--- src/rtl/pdm_stereo_pkg.sv ---
package pdm_stereo_pkg;
  localparam int unsigned CIC_ORDER   = 4;
  localparam int unsigned SETTLE_DECS = 4;
  localparam int unsigned PCM_W       = 16;
  localparam int unsigned Y_W         = 18;
  typedef logic signed [PCM_W-1:0] pcm_t;
endpackage

--- src/rtl/pdm_clkgen.sv ---
module pdm_clkgen #(
  parameter int unsigned HALF_DIV = 20
) (
  input  logic clk,
  input  logic rst_n,
  input  logic en,
  output logic pdm_clk,
  output logic rise_tick,
  output logic fall_tick
);
  localparam int unsigned CW = $clog2(HALF_DIV + 1);
  localparam logic [CW-1:0] LAST = CW'(HALF_DIV - 1);

  logic [CW-1:0] cnt;
  logic          clk_q;
  logic          wrap;

  assign wrap      = en && (cnt == LAST);
  assign rise_tick = wrap && !clk_q;
  assign fall_tick = wrap && clk_q;
  assign pdm_clk   = clk_q;

  always_ff @(posedge clk or negedge rst_n) begin
    if (!rst_n) begin
      cnt   <= '0;
      clk_q <= 1'b0;
    end else if (!en) begin
      cnt   <= '0;
      clk_q <= 1'b0;
    end else if (wrap) begin
      cnt   <= '0;
      clk_q <= ~clk_q;
    end else begin
      cnt <= cnt + 1'b1;
    end
  end

  a_r9_clk_idle: assert property (@(posedge clk) disable iff (!rst_n)
    !en |=> !pdm_clk);
  a_r1_hold_between: assert property (@(posedge clk) disable iff (!rst_n)
    (en && !rise_tick && !fall_tick) |=> $stable(pdm_clk));
endmodule

--- src/rtl/pdm_cic4.sv ---
module pdm_cic4 #(
  parameter int unsigned ORDER = 4,
  parameter int unsigned W     = 37,
  parameter int unsigned YW    = 18,
  parameter int unsigned SH_LO = 18,
  parameter int unsigned SH_HI = 14
) (
  input  logic                 clk,
  input  logic                 rst_n,
  input  logic                 clr,
  input  logic                 bit_en,
  input  logic                 bit_in,
  input  logic                 dec_en,
  input  logic                 use_hi,
  output logic signed [YW-1:0] y_out,
  output logic                 y_vld
);
  logic signed [W-1:0] integ [ORDER];
  logic signed [W-1:0] dly   [ORDER];
  logic signed [W-1:0] cs    [ORDER+1];
  logic signed [W-1:0] cic_q;
  logic signed [W-1:0] scaled;
  logic signed [W-1:0] step;

  assign step = {{(W-1){~bit_in}}, 1'b1};

  always_ff @(posedge clk or negedge rst_n) begin
    if (!rst_n) begin
      for (int i = 0; i < ORDER; i++) integ[i] <= '0;
    end else if (clr) begin
      for (int i = 0; i < ORDER; i++) integ[i] <= '0;
    end else if (bit_en) begin
      integ[0] <= integ[0] + step;
      for (int i = 1; i < ORDER; i++) integ[i] <= integ[i] + integ[i-1];
    end
  end

  always_comb begin
    cs[0] = integ[ORDER-1];
    for (int i = 0; i < ORDER; i++) cs[i+1] = cs[i] - dly[i];
  end

  always_ff @(posedge clk or negedge rst_n) begin
    if (!rst_n) begin
      for (int i = 0; i < ORDER; i++) dly[i] <= '0;
      cic_q <= '0;
      y_vld <= 1'b0;
    end else if (clr) begin
      for (int i = 0; i < ORDER; i++) dly[i] <= '0;
      cic_q <= '0;
      y_vld <= 1'b0;
    end else begin
      y_vld <= dec_en;
      if (dec_en) begin
        for (int i = 0; i < ORDER; i++) dly[i] <= cs[i];
        cic_q <= cs[ORDER];
      end
    end
  end

  assign scaled = use_hi ? (cic_q >>> SH_HI) : (cic_q >>> SH_LO);
  assign y_out  = scaled[YW-1:0];

  a_r4_scaled_fits: assert property (@(posedge clk) disable iff (!rst_n)
    y_vld |-> (scaled[W-1:YW-1] == '0 || scaled[W-1:YW-1] == '1));
  a_r3_dec_on_bit: assert property (@(posedge clk) disable iff (!rst_n)
    dec_en |-> bit_en);
endmodule

--- src/rtl/pdm_comp_sat.sv ---
module pdm_comp_sat #(
  parameter int unsigned YW = 18
) (
  input  logic                 clk,
  input  logic                 rst_n,
  input  logic                 clr,
  input  logic                 in_vld,
  input  logic                 gate,
  input  logic signed [YW-1:0] y_in,
  output logic                 out_vld,
  output pdm_stereo_pkg::pcm_t out_pcm
);
  localparam int unsigned AW = YW + 3;
  localparam logic signed [AW-1:0] PMAX = AW'(32767);
  localparam logic signed [AW-1:0] NMIN = -AW'(32768);

  logic signed [YW-1:0] prev;
  logic signed [AW-1:0] ext_y, ext_p, acc, q;
  pdm_stereo_pkg::pcm_t clipped;

  assign ext_y = {{3{y_in[YW-1]}}, y_in};
  assign ext_p = {{3{prev[YW-1]}}, prev};
  assign acc   = (ext_y <<< 2) + ext_y - ext_p;
  assign q     = acc >>> 2;

  always_comb begin
    if (q > PMAX)      clipped = 16'sh7fff;
    else if (q < NMIN) clipped = 16'sh8000;
    else               clipped = q[15:0];
  end

  always_ff @(posedge clk or negedge rst_n) begin
    if (!rst_n) begin
      prev    <= '0;
      out_vld <= 1'b0;
      out_pcm <= '0;
    end else if (clr) begin
      prev    <= '0;
      out_vld <= 1'b0;
    end else begin
      out_vld <= in_vld && gate;
      if (in_vld) begin
        prev    <= y_in;
        out_pcm <= clipped;
      end
    end
  end

  a_r6_clip_hi: assert property (@(posedge clk) disable iff (!rst_n)
    (!clr && in_vld && q > PMAX) |=> out_pcm == 16'sh7fff);
  a_r6_clip_lo: assert property (@(posedge clk) disable iff (!rst_n)
    (!clr && in_vld && q < NMIN) |=> out_pcm == 16'sh8000);
endmodule

--- src/rtl/pdm_stereo_decim.sv ---
module pdm_stereo_decim #(
  parameter int unsigned HALF_DIV  = 20,
  parameter int unsigned RATIO_LO  = 300,
  parameter int unsigned RATIO_HI  = 150,
  parameter int unsigned SHIFT_LO  = 18,
  parameter int unsigned SHIFT_HI  = 14
) (
  input  logic        clk,
  input  logic        rst_n,
  input  logic        en,
  input  logic        rate_16k,
  input  logic        edge_swap,
  input  logic        pdm_data,
  output logic        pdm_clk,
  output logic        pcm_valid,
  output logic [15:0] pcm_left,
  output logic [15:0] pcm_right
);
  import pdm_stereo_pkg::*;

  localparam int unsigned DCW  = $clog2(RATIO_LO);
  localparam int unsigned ACCW = 1 + CIC_ORDER * DCW;
  localparam int unsigned SCW  = $clog2(SETTLE_DECS + 1);
  localparam int unsigned NCH  = 2;

  logic           mode_q, flush;
  logic           rise_tick, fall_tick, tick_d;
  logic           bit_rise, bit_fall;
  logic [NCH-1:0] ch_bit;
  logic [DCW-1:0] dec_cnt, ratio_last;
  logic           dec;
  logic [SCW-1:0] settle_cnt;
  logic           gate;
  logic [NCH-1:0] y_vld, o_vld;
  logic signed [Y_W-1:0] y_ch [NCH];
  pcm_t           o_pcm [NCH];

  pdm_clkgen #(.HALF_DIV(HALF_DIV)) u_clkgen (
    .clk(clk), .rst_n(rst_n), .en(en),
    .pdm_clk(pdm_clk), .rise_tick(rise_tick), .fall_tick(fall_tick)
  );

  assign flush      = !en || (rate_16k != mode_q);
  assign ratio_last = rate_16k ? DCW'(RATIO_HI - 1) : DCW'(RATIO_LO - 1);
  assign dec        = tick_d && (dec_cnt == ratio_last);
  assign ch_bit     = edge_swap ? {bit_rise, bit_fall} : {bit_fall, bit_rise};
  assign gate       = (settle_cnt == SCW'(SETTLE_DECS));

  always_ff @(posedge clk or negedge rst_n) begin
    if (!rst_n) begin
      mode_q     <= 1'b0;
      tick_d     <= 1'b0;
      bit_rise   <= 1'b0;
      bit_fall   <= 1'b0;
      dec_cnt    <= '0;
      settle_cnt <= '0;
    end else begin
      mode_q <= rate_16k;
      tick_d <= rise_tick;
      if (rise_tick) bit_rise <= pdm_data;
      if (fall_tick) bit_fall <= pdm_data;
      if (flush) begin
        dec_cnt    <= '0;
        settle_cnt <= '0;
      end else begin
        if (tick_d) dec_cnt <= dec ? '0 : dec_cnt + 1'b1;
        if (y_vld[0] && !gate) settle_cnt <= settle_cnt + 1'b1;
      end
    end
  end

  for (genvar c = 0; c < NCH; c++) begin : g_ch
    pdm_cic4 #(
      .ORDER(CIC_ORDER), .W(ACCW), .YW(Y_W),
      .SH_LO(SHIFT_LO), .SH_HI(SHIFT_HI)
    ) u_cic (
      .clk(clk), .rst_n(rst_n), .clr(flush),
      .bit_en(tick_d), .bit_in(ch_bit[c]), .dec_en(dec),
      .use_hi(rate_16k), .y_out(y_ch[c]), .y_vld(y_vld[c])
    );
    pdm_comp_sat #(.YW(Y_W)) u_comp (
      .clk(clk), .rst_n(rst_n), .clr(flush),
      .in_vld(y_vld[c]), .gate(gate), .y_in(y_ch[c]),
      .out_vld(o_vld[c]), .out_pcm(o_pcm[c])
    );
  end

  assign pcm_valid = &o_vld;
  assign pcm_left  = o_pcm[0];
  assign pcm_right = o_pcm[1];

  a_r7_single_pulse: assert property (@(posedge clk) disable iff (!rst_n)
    pcm_valid |=> !pcm_valid);
  a_r8_quiet_after_clear: assert property (@(posedge clk) disable iff (!rst_n)
    flush |=> !pcm_valid);
  a_r3_count_range: assert property (@(posedge clk) disable iff (!rst_n)
    !flush |-> dec_cnt <= ratio_last);
  a_r7_lanes_agree: assert property (@(posedge clk) disable iff (!rst_n)
    o_vld[0] == o_vld[1]);
endmodule

--- config.mk ---
export PLATFORM = sky130hd
export DESIGN_NAME = pdm_stereo_decim
export DESIGN_NICKNAME = d
export VERILOG_FILES = /design/src/rtl/pdm_stereo_pkg.sv /design/src/rtl/pdm_clkgen.sv /design/src/rtl/pdm_cic4.sv /design/src/rtl/pdm_comp_sat.sv /design/src/rtl/pdm_stereo_decim.sv
export SDC_FILE = /design/constraint.sdc
export NUM_CORES = 2
export LEC_CHECK = 0
export BUFFER_PORTS_ARGS = -buffer_cell sky130_fd_sc_hd__buf_2
export CAP_MARGIN = 5
export CORE_MARGIN = 3
export CORE_UTILIZATION = 43
export DETAILED_ROUTE_END_ITERATION = 8
export PLACE_DENSITY = 0.66
export SLEW_MARGIN = 10
export SYNTH_ARGS = -nofsm -noshare
export SYNTH_HDL_FRONTEND = slang
export SYNTH_SLANG_ARGS = --single-unit
--- constraint.sdc ---
create_clock -name clk -period 7.85 [get_ports clk]
set_input_delay 0.3925 -clock clk [delete_from_list [all_inputs] [get_ports clk]]
set_output_delay 0.3925 -clock clk [all_outputs]
set_load 0.02 [all_outputs]
==> key figures <==
Status
  • Status: finished, violations left
  • Failing checks: setup timing

Timing
  • Final Critical Period: 7940 ps
  • Worst hold margin: 214 ps
  • Clock skew: 33.4 ps
  • Final setup margin: -91.7 ps
  • RSZ-0062 raised after global routing: true
  • Fin Setup TNS: -91.7 ps
  • Final Hold Fails: 0
  • Final slew viol count: 0
  • Slew @ Worst Pin: 1110 ps
  • F_max: 0.126 GHz
  • Period utilization: 1.01
  • Final-report setup violation count: 1
  • Slew HR: 0.258

Die
  • I/O pin count: 40
  • Initial core utilization: 0.435
  • Die Span X: 369 µm
  • Chip Height: 369 µm
  • CORE AREA: 130000 µm²
  • Cell row count: 132
  • Die area: 136000 µm²

Cells and area
  • FF/Latch Area: 17800 µm²
  • Post-route cell area: 65000 µm²
  • Synth-to-Final Area Change: 15.0%
  • Filler cells: 12123
  • Share of cells above drive strength 1: 0.111
  • End-of-flow core utilization: 0.500
  • Area of the multi-input gates: 37000 µm²
  • Final net count: 7703

Pwr
  • Logic pwr share: 0.028
  • Leakage power figure: 0.0311 µW
  • Psw: 1800 µW
  • Sw Share: 0.226
  • Sequential power share: 0.461
  • Peak supply drop: 140 µV
  • Overall Power: 7970 µW
  • Power share of the clock group: 0.512
  • PwrDens: 123 nW/µm²
  • Int Pwr: 6180 µW

GRT
  • Vias in the first global route: 46129
  • Initial antenna violation count: 1
  • First-pass GRT wire length: 217000 µm
  • Total track usage: 0.185
  • Gr ovfl total: 0
  • Largest net degree at the start of global routing: 191

CTS
  • CTS root buffer: clkbuf_16
  • Clock Latency Late Sink: 670 ps
  • H-Tree Depth: 3
  • Worst-path clk slew: 60 ps
  • CTS Buf Count: 85
  • Maximum clock path buffer count: 3
  • Clock Sinks: 712
  • CTS tree: built

Yosys
  • Mean post-synth cell area: 8.37 µm²
  • Seq/Total Area, Yosys: 0.315
  • Register bit total from synthesis: 712
  • EDFF count, synth: 0
  • Asr flop ratio synth: 1.00
  • Primary FF master, synth: dfrtp_1
  • Cells after synthesis: 6757
  • YS warnings: 0
  • Mapped cell area: 56600 µm²
  • Netlist cell types: 87
  • Syn Nets: 7411

Drt
  • Routed via count: 46876
  • Drt total wl: 127000 µm
  • Drc violations: 0
  • Iteration-0 DRC Markers: 2100
  • Routed wire per std cell: 14.4 µm
  • Vias/cell: 5.29
  • Antenna-violating nets left: 0
  • DRT Pass-1 Iters: 5

Critical path
  • Element type at the critical path start: flip-flop
  • Slowest Stage Delay on Critical Path: 370 ps
  • Reg2reg setup slack: -90 ps
  • Worst reg2reg path depth: 42
  • CP required: 8370 ps
  • Critical path's slowest cell: dfrtp_1
  • Nature of the critical path endpoint: flip-flop
  • Crit Path Max Fanout: 3
  • Setup Crit Path Kind: flip-flop to flip-flop
  • WP data arrival: 8460 ps

Hold path
  • Hold WC Path Type: input port to flip-flop
  • Hold Path Stages: 2

Job
  • Max Cap Viol: 0

Placement
  • Post-DP Area: 60900 µm²
  • Detail Placement HPWL: 89100 µm
  • Gpl congestion: 0.892
  • Number of I/O port buffers: 39
## layout by cell type (no fill, tap or decap), drive strengths merged, types with 21 or more instances in the layout
cell type	count
a21o	300
nor2	574
clkbuf	106
mux2i	154
a31oi	55
o21a	82
o21bai	80
xnor2	333
and3	39
a21boi	27
o211ai	23
a22o	21
o21ai	349
a211oi	135
buf	431
nand2	866
clkinv	25
or3	33
inv	498
nand4	34
and2	28
a21oi	772
dfrtp	712
xor2	173
nor3	79
nand3	90
ha	598
nor2b	62
nand2b	77
o31ai	25
fa	50
## path summary, 6_finish.rpt
path / startpoint / to
max in group asynchronous: rst_n / g_ch[0].u_cic.dly[106]
min in group asynchronous: rst_n / g_ch[1].u_cic.cic_q[16]
worst min register to register: u_clkgen.cnt[0] / u_clkgen.cnt[0]
worst min-delay path: en / u_clkgen.cnt[4]
worst max-delay path: g_ch[1].u_cic.cs[148] / g_ch[1].u_cic.cic_q[35]
worst max register to register: g_ch[1].u_cic.cs[148] / g_ch[1].u_cic.cic_q[35]
## final cells by class
type                    count  area share
clock buffers             106      0.0366
repair buffers            433      0.0506
multi-input cells        5322       0.569
well taps                1742      0.0335
clock inverters            45     0.00787
flip-flops and latches    712       0.274
inverters                 495      0.0286
diodes                      1   0.0000385
## critical path: cells and delay by family, from the launching register on
family | cells | cell delay, ps
buffers and inverters | 7 | 800
and+or+nand+nor | 5 | 760
xor gates and xnor gates | 4 | 690
AOI/OAI and AO/OA | 21 | 3890
adders and majority gates | 5 | 1310
DFF | 1 | 370
## synthesized netlist by cell type (77+ instances only)
cell type    n  area share
a211oi_1   135       0.018
a21o_1     300       0.040
a21oi_1    768       0.068
clkbuf_1   209       0.014
dfrtp_1    712        0.32
ha_1       598        0.13
inv_1      494       0.033
mux2i_1    154       0.027
nand2_1    866       0.057
nand2b_1    77      0.0085
nand3_1     90      0.0080
nor2_1     574       0.038
nor3_1      79      0.0070
o21a_1      82       0.011
o21ai_0    338       0.030
o21bai_1    80       0.011
xnor2_1    333       0.052
xor2_1     173       0.027
## per-layer routing
layer	vias up	track usage	part of all wire
met4	0	0.0536	0.022
met5	-	0	0
li1	24303	-	-
met1	21770	0.239	0.47
met3	187	0.0202	0.029
met2	616	0.325	0.48
## sequential cells by signal (all words and copies together) (netlist names), 3 cells and up
signal	cells
u_clkgen.cnt	5
g_ch.u_cic.cs	72
dec_cnt	9
g_ch.u_cic.integ	216
g_ch.u_comp.prev	36
g_ch.u_comp.out_pcm	32
g_ch.u_cic.dly	288
settle_cnt	3
g_ch.u_cic.cic_q	44
## through the flow
stage          setup WS (ps)  cells
2_1_floorplan          -22.7   6757
3_3_place_gp            -535   8655
3_5_place_dp            -638   8655
4_1_cts                 1.61   8830
5_1_grt                 -664   8855
6_report               -91.7   8856
## power by group through the flow
stage	registers [µW]	clock network (µW)	logic, µW
after floorplan	3740	0	94.0
after global placement	3740	0	222
after detailed placement	3740	0	223
after CTS	3670	4210	225
after global routing	3670	4350	248
final	3670	4080	220
## kinds of logic after synthesis
family,count (synthesis),share of synthesized area
multiplexers,157,0.0279
adder cells (fa/ha/maj),648,0.150
AND/OR/NAND/NOR,1962,0.152
AO/OA/AOI/OAI,2046,0.228
flip-flops,712,0.315
XOR/XNOR,509,0.0796
buffers and inverters,723,0.0481
## timing repair
item	4_1_cts	5_1_grt
setup endpoints to repair	12	25
pin swaps	74	152
endpoints found under the hold margin	103	0
resized for setup	73	123
hold buffers	2	0
gates cloned	0	0
setup buffers	22	28
Power figures use the tool's default switching activity.
